[src/rtl/dbp_pkg.sv]
package dbp_pkg;
    localparam int unsigned DBP_DATA_W = 8;
    localparam logic DBP_PASSIVE = 1'b0;

    typedef enum logic {
        SRC_PIN  = 1'b0,
        SRC_LOOP = 1'b1
    } dbp_src_e;
endpackage

[src/rtl/dbp_rx_select.sv]
module dbp_rx_select
    import dbp_pkg::*;
(
    input  logic loop_en,
    input  logic rx_pol,
    input  logic rx_pin,
    input  logic tx_bit,
    output logic bit_out
);
    dbp_src_e src;
    logic     pin_bit;

    always_comb begin
        src     = loop_en ? SRC_LOOP : SRC_PIN;
        pin_bit = rx_pol ? rx_pin : ~rx_pin;
        case (src)
            SRC_LOOP: bit_out = tx_bit;
            default:  bit_out = pin_bit;
        endcase
    end
endmodule

[src/rtl/dbp_tx_path.sv]
module dbp_tx_path
    import dbp_pkg::*;
#(
    parameter int unsigned DATA_W = 8
) (
    input  logic              clk,
    input  logic              rst_n,
    input  logic              wr,
    input  logic [DATA_W-1:0] wdata,
    input  logic              bit_stb,
    output logic              tx_bit,
    output logic              empty,
    output logic              busy
);
    localparam int unsigned CW = $clog2(DATA_W + 1);
    localparam logic [CW-1:0] LAST = CW'(DATA_W - 1);

    typedef struct packed {
        logic [DATA_W-1:0] shadow;
        logic              shadow_vld;
        logic [DATA_W-1:0] shifter;
        logic              busy;
        logic [CW-1:0]     cnt;
        logic              empty;
    } tx_state_t;

    tx_state_t state_d, state_q;
    logic      load;

    always_comb begin
        state_d = state_q;
        load    = !state_q.busy && state_q.shadow_vld;

        if (state_q.busy && bit_stb) begin
            state_d.shifter = {state_q.shifter[DATA_W-2:0], 1'b0};
            if (state_q.cnt == LAST) begin
                state_d.busy = 1'b0;
                state_d.cnt  = '0;
            end else begin
                state_d.cnt = state_q.cnt + CW'(1);
            end
        end

        if (load) begin
            state_d.shifter    = state_q.shadow;
            state_d.busy       = 1'b1;
            state_d.cnt        = '0;
            state_d.shadow_vld = 1'b0;
            state_d.empty      = 1'b1;
        end

        if (wr) begin
            state_d.shadow     = wdata;
            state_d.shadow_vld = 1'b1;
            state_d.empty      = 1'b0;
        end
    end

    always_ff @(posedge clk or negedge rst_n) begin
        if (!rst_n) begin
            state_q.shadow     <= '0;
            state_q.shadow_vld <= 1'b0;
            state_q.shifter    <= '0;
            state_q.busy       <= 1'b0;
            state_q.cnt        <= '0;
            state_q.empty      <= 1'b1;
        end else begin
            state_q <= state_d;
        end
    end

    assign tx_bit = state_q.busy ? state_q.shifter[DATA_W-1] : DBP_PASSIVE;
    assign empty  = state_q.empty;
    assign busy   = state_q.busy;

    AST_WR_CLEARS_EMPTY: assert property (@(posedge clk) disable iff (!rst_n)
        wr |=> !state_q.empty);
    AST_LOAD_SETS_EMPTY: assert property (@(posedge clk) disable iff (!rst_n)
        (load && !wr) |=> (state_q.empty && state_q.busy));
    AST_CNT_IN_RANGE: assert property (@(posedge clk) disable iff (!rst_n)
        state_q.busy |-> (state_q.cnt <= LAST));
    AST_BUSY_ENDS: assert property (@(posedge clk) disable iff (!rst_n)
        (state_q.busy && bit_stb && state_q.cnt == LAST) |=> !state_q.busy);
    AST_WAIT_IN_SHADOW: assert property (@(posedge clk) disable iff (!rst_n)
        (wr && state_q.busy) |=> state_q.shadow_vld);
endmodule

[src/rtl/dbp_rx_path.sv]
module dbp_rx_path #(
    parameter int unsigned DATA_W = 8
) (
    input  logic              clk,
    input  logic              rst_n,
    input  logic              bit_in,
    input  logic              bit_stb,
    input  logic              rd,
    output logic [DATA_W-1:0] rdata,
    output logic              full,
    output logic              overrun
);
    localparam int unsigned CW = $clog2(DATA_W + 1);
    localparam logic [CW-1:0] LAST = CW'(DATA_W - 1);

    typedef struct packed {
        logic [DATA_W-1:0] shifter;
        logic [CW-1:0]     cnt;
        logic [DATA_W-1:0] shadow;
        logic              full;
        logic              ovr;
    } rx_state_t;

    rx_state_t         state_d, state_q;
    logic              done;
    logic [DATA_W-1:0] shifted;

    always_comb begin
        state_d = state_q;
        done    = bit_stb && (state_q.cnt == LAST);
        shifted = {state_q.shifter[DATA_W-2:0], bit_in};

        if (bit_stb) begin
            state_d.shifter = shifted;
            state_d.cnt     = done ? '0 : state_q.cnt + CW'(1);
        end

        if (rd) begin
            state_d.full = 1'b0;
        end

        if (done) begin
            state_d.shadow = shifted;
            state_d.full   = 1'b1;
            if (state_q.full && !rd) begin
                state_d.ovr = 1'b1;
            end
        end
    end

    always_ff @(posedge clk or negedge rst_n) begin
        if (!rst_n) begin
            state_q <= '0;
        end else begin
            state_q <= state_d;
        end
    end

    assign rdata   = state_q.shadow;
    assign full    = state_q.full;
    assign overrun = state_q.ovr;

    AST_DONE_SETS_FULL: assert property (@(posedge clk) disable iff (!rst_n)
        done |=> state_q.full);
    AST_READ_CLEARS_FULL: assert property (@(posedge clk) disable iff (!rst_n)
        (rd && !done) |=> !state_q.full);
    AST_OVR_ON_UNREAD: assert property (@(posedge clk) disable iff (!rst_n)
        (done && state_q.full && !rd) |=> state_q.ovr);
    AST_OVR_STICKY: assert property (@(posedge clk) disable iff (!rst_n)
        state_q.ovr |=> state_q.ovr);
endmodule

[src/rtl/byte_dbuf_path.sv]
module byte_dbuf_path
    import dbp_pkg::*;
#(
    parameter int unsigned DATA_W = DBP_DATA_W
) (
    input  logic              clk,
    input  logic              rst_n,
    input  logic              cpu_wr,
    input  logic [DATA_W-1:0] cpu_wdata,
    input  logic              cpu_rd,
    output logic [DATA_W-1:0] cpu_rdata,
    input  logic              tx_bit_stb,
    input  logic              rx_bit_stb,
    input  logic              loop_en,
    input  logic              rx_pol,
    input  logic              rx_pin,
    output logic              tx_pin,
    output logic              tx_empty,
    output logic              tx_busy,
    output logic              rx_full,
    output logic              rx_overrun
);
    logic tx_bit;
    logic rx_bit;

    dbp_tx_path #(.DATA_W(DATA_W)) u_tx (
        .clk     (clk),
        .rst_n   (rst_n),
        .wr      (cpu_wr),
        .wdata   (cpu_wdata),
        .bit_stb (tx_bit_stb),
        .tx_bit  (tx_bit),
        .empty   (tx_empty),
        .busy    (tx_busy)
    );

    dbp_rx_select u_sel (
        .loop_en (loop_en),
        .rx_pol  (rx_pol),
        .rx_pin  (rx_pin),
        .tx_bit  (tx_bit),
        .bit_out (rx_bit)
    );

    dbp_rx_path #(.DATA_W(DATA_W)) u_rx (
        .clk     (clk),
        .rst_n   (rst_n),
        .bit_in  (rx_bit),
        .bit_stb (rx_bit_stb),
        .rd      (cpu_rd),
        .rdata   (cpu_rdata),
        .full    (rx_full),
        .overrun (rx_overrun)
    );

    assign tx_pin = tx_bit;

    AST_IDLE_PASSIVE: assert property (@(posedge clk) disable iff (!rst_n)
        !tx_busy |-> (tx_pin == DBP_PASSIVE));
endmodule

[config.mk]
export PLATFORM = sky130hd
export DESIGN_NAME = byte_dbuf_path
export DESIGN_NICKNAME = d
export VERILOG_FILES = /design/src/rtl/dbp_pkg.sv /design/src/rtl/dbp_rx_select.sv /design/src/rtl/dbp_tx_path.sv /design/src/rtl/dbp_rx_path.sv /design/src/rtl/byte_dbuf_path.sv
export SDC_FILE = /design/constraint.sdc
export NUM_CORES = 1
export LEC_CHECK = 0
export BUFFER_PORTS_ARGS = -buffer_cell sky130_fd_sc_hd__buf_4
export CAP_MARGIN = 10
export CORE_ASPECT_RATIO = 0.5
export CORE_UTILIZATION = 55
export DETAILED_ROUTE_END_ITERATION = 12
export PLACE_DENSITY = 0.87
export SYNTH_ARGS = -nofsm -noshare
export SYNTH_HDL_FRONTEND = slang
export SYNTH_HIERARCHICAL = 1
export SYNTH_SLANG_ARGS = --single-unit
[constraint.sdc]
create_clock -name clk -period 1.4 [get_ports clk]
set_input_delay 0.21 -clock clk [delete_from_list [all_inputs] [get_ports clk]]
set_output_delay 0.21 -clock clk [all_outputs]
set_load 0.03 [all_outputs]
==> results.md <==
- Cell Rows: 14
- Area growth from synthesis to final layout: 15.4%
- Normalized max-slew margin: 0.650
- Worst-case reg-to-reg path depth: 3
- Worst Hold Endpoint: u_tx/state_q[17]$_DFFE_PN0P_
- Sequential share of the synthesized area: 0.579
- Largest stage delay on the critical path: 420 ps
- Area share of xor/xnor cells in the synthesized design: 0.0138
- Max VDD drop: ~0.75 mV
- Placeable core region: 3150 um^2
- Classification of the worst setup path: flop to flop
- Ratio of cells with drive above 1 in the final layout: 0.405
- Worst hold-check path type: input pin to flop
- Clock sinks: 44
- Status: complete, no violations
- Final wirelength: 2.97 mm
- Library cell with the largest summed area after synthesis: dfrtp_1
- Data arrival time of the worst path: 1500 ps
- Clock tree buffer depth: 2
- Element type at the critical path end: flop
- End of the worst register-to-register path: u_rx/rdata[3]$_DFFE_PN0P_
- Root cell of the clock tree: clkbuf_8
- Top cell type's share of synthesized area: 0.565
- Antenna cells: 0
- Clock Skews: 4.48 ps
- Worst setup slack for register-to-register paths: approximately 73 ps
- Post-synthesis adder-cell area fraction: 0.0131
- Mux share of post-synthesis cell area: 0.195
- Post-detail-place hpwl: roughly 2.1 mm
- Number of failing hold endpoints at the final stage: 0
- Summed instance area of the synthesized netlist: approximately 1900 um^2
- Flops & latches, synth: 44
- Critical path fanouts, max: 10
- Count of boundary I/O pins: 30
- Die width: roughly 85 um
- Gate count of the mapped netlist: around 150
- Total Power: 0.00405 W
- CP Cell Sequence: ha_2, nand4b_4, mux2_2
- Worst path top cell family by delay: flip-flops
- Hold-critical path depth: 2
- Data required time of the worst path: about 1600 ps
- Biggest area contributors in the synthesized netlist: dfrtp_1 (57%), mux2_2 (15%), mux2i_1 (4.7%)
- Tightest Pin Transition: about 530 ps
- Detailed-route vias per instance: 5.33
- H-tree levels: 2
- Maximum number of pins on one net before global-route repair: between 40 and 50
- CTS buffer count: 5
- Unrepaired setup endpoints after global routing: no
- Cell variety after synth: 30
- Buffer count from post-CTS setup fixing: 0
- Setup violators final: 0
- Worst hold margin: 150 ps
- Fmax: 753 MHz
- I/O Buffers: 29
- CP Buf/Inv Count: 0
- Highest-delay cell along the critical path: dfrtp_1
- EDFF count, synth: 0
- Number of remaining DRC errors: 0
- Minimum clock period after layout: 1330 ps
- Total congestion overflow after global routing: 0
- Post-synthesis async set-or-reset flop share: 1.00
- Most repeated cell in the gate-level netlist after synthesis: dfrtp_1
- Clock tree from TritonCTS: done
- Fin Setup TNS: 0 ps
- Placed cell area: 2090 um^2
- Overall routing resource usage: 0.186
- Routed wirelength normalized by instance count: ~14 um
- Weighted congestion at the end of routability-driven global placement: around 0.78
- Syn_area_per_cell: between 10 and 15 um^2
- Number of antenna violations at the first check in global routing: 0
- Post-route standard cell area excluding fillers: roughly 2200 um^2
- Routed Antenna Nets: 0
- Main flop type after synthesis: dfrtp_1
- Number of nets at the end of the flow: 191
- Length of the first detailed-routing pass in iterations: 4
- Clock insertion delay at the later pin of the skew report: approximately 290 ps
- Max-cap violations: 0
- Dominant combinational cell family by area after synthesis: multiplexers
- Area fraction in compound gates after synthesis: 0.0506
- Vertical die dimension: 43.6 um
- Starting Density: 0.604
- Reg2reg start: u_rx/state_q[10]$_DFFE_PN0P_
- Synthesized-area fraction occupied by and/or/nand/nor cells: 0.0900
- Clock input transition at the sequential cells of the worst setup and hold paths: 80 ps
- Routed via count: 1,135
- Critical path launch point type: flop
- Number of max-slew violations in the final report: 0
- Share of the cycle needed by the critical path after routing: 0.948
- Iter 0 DRT Violations: 23
- Yosys warning total: 6
- Hold_sp: cpu_wdata[2]
- Top cell types by occurrence after synthesis: dfrtp_1 (43), mux2_2 (25), nand2_1 (12)
- Utilization of the core after routing: 0.697
- Die Footprint: ~3700 um^2
- Number of global-route vias before repair: around 1.2k
- Synthesized net count: about 160
- PD cells: approximately 1800 nW/um^2
- First-pass GRT wire length: about 5.0 mm
- Leakage power total: approximately 1.1 nW
state kept, by name, summed over array words and instances (netlist names):
name,flops
u_rx/state_q,4
u_tx/empty,1
u_rx/overrun,1
u_rx/shifted,7
u_rx/full,1
u_tx/state_q,21
u_rx/rdata,8
u_tx/busy,1
cell families (layout without fill, tap and decap cells):
family                   count (synthesis)  in the layout
AND/OR/NAND/NOR                         32             32
AO/OA/AOI/OAI                           16             16
flip-flops                              44             44
buffers and inverters                   14             42
adder cells (fa/ha/maj)                  2              2
multiplexers                            34             34
XOR/XNOR                                 3              3
layer usage:
layer | vias up | global-route usage | wire, um
met5 | - | 0 | 0
met4 | 0 | 0.0814 | 0
met3 | 0 | 0.0514 | 112
met2 | 24 | 0.352 | 1540
met1 | 564 | 0.202 | 1320
li1 | 547 | - | -
per-stage QoR:
| stage | cells | worst slack, ps |
|---|---|---|
| 2_1_floorplan | 145 | 48.2 |
| 3_3_place_gp | 204 | 104 |
| 3_5_place_dp | 204 | 40.8 |
| 4_1_cts | 213 | 22.1 |
| 5_1_grt | 213 | 6.52 |
| 6_report | 213 | 72.6 |
worst max path at each step:
stage                                       startpoint                     endpoint  slack (ps)  depth (start not counted)
after floorplan                  u_tx/busy$_DFFE_PN0P_  u_rx/shifted[1]$_DFFE_PN0P_          50                          4
after global placement    u_rx/state_q[10]$_DFFE_PN0P_    u_rx/rdata[7]$_DFFE_PN0P_         100                          3
after detailed placement  u_rx/state_q[10]$_DFFE_PN0P_    u_rx/rdata[5]$_DFFE_PN0P_          40                          3
after CTS                 u_rx/state_q[10]$_DFFE_PN0P_    u_rx/rdata[5]$_DFFE_PN0P_          20                          3
after global routing      u_rx/state_q[10]$_DFFE_PN0P_    u_rx/rdata[3]$_DFFE_PN0P_           7                          3
final                     u_rx/state_q[10]$_DFFE_PN0P_    u_rx/rdata[3]$_DFFE_PN0P_          70                          3
what timing repair did:
action                                  4_1_cts  5_1_grt
resized for setup                             0        3
hold buffers                                  1        0
endpoints found under the setup margin        0       16
hold endpoints to repair                     43        0
where the power goes:
group	switching, W	total, W	internal [W]
registers	0.000296	0.00198	0.00169
logic	0.000646	0.00128	0.000637
clock network	0.000382	0.000785	0.000402
cell type report:
class / count / area [um^2]
well taps: 40 / 50.0
fillers: 223 / 956
flip-flops and latches: 44 / 1100
multi-input cells: 87 / 696
clock buffers: 8 / 90.1
repair buffers: 34 / 258
cell usage in the layout, fill, tap and decap left out:
cell type / count
xor2_1: 2
a21o_1: 1
nor2_1: 8
o21ai_0: 3
o21bai_1: 1
clkbuf_1: 2
dfrtp_2: 1
and3b_2: 1
a32o_1: 1
o31ai_1: 1
o21ai_1: 6
nand3_1: 1
nor2b_2: 1
mux2_2: 25
dfrtp_1: 42
xnor2_1: 1
mux2i_1: 9
nand2b_1: 3
ha_2: 1
nand4b_4: 1
and3_1: 1
ha_1: 1
nand2_1: 12
a22o_1: 1
nand4_1: 1
dfstp_2: 1
and2_1: 2
clkbuf_8: 6
buf_4: 33
a21oi_1: 2
nand3b_1: 1
dlygate4sd3_1: 1
No activity file was read; power rests on OpenSTA's default activity.
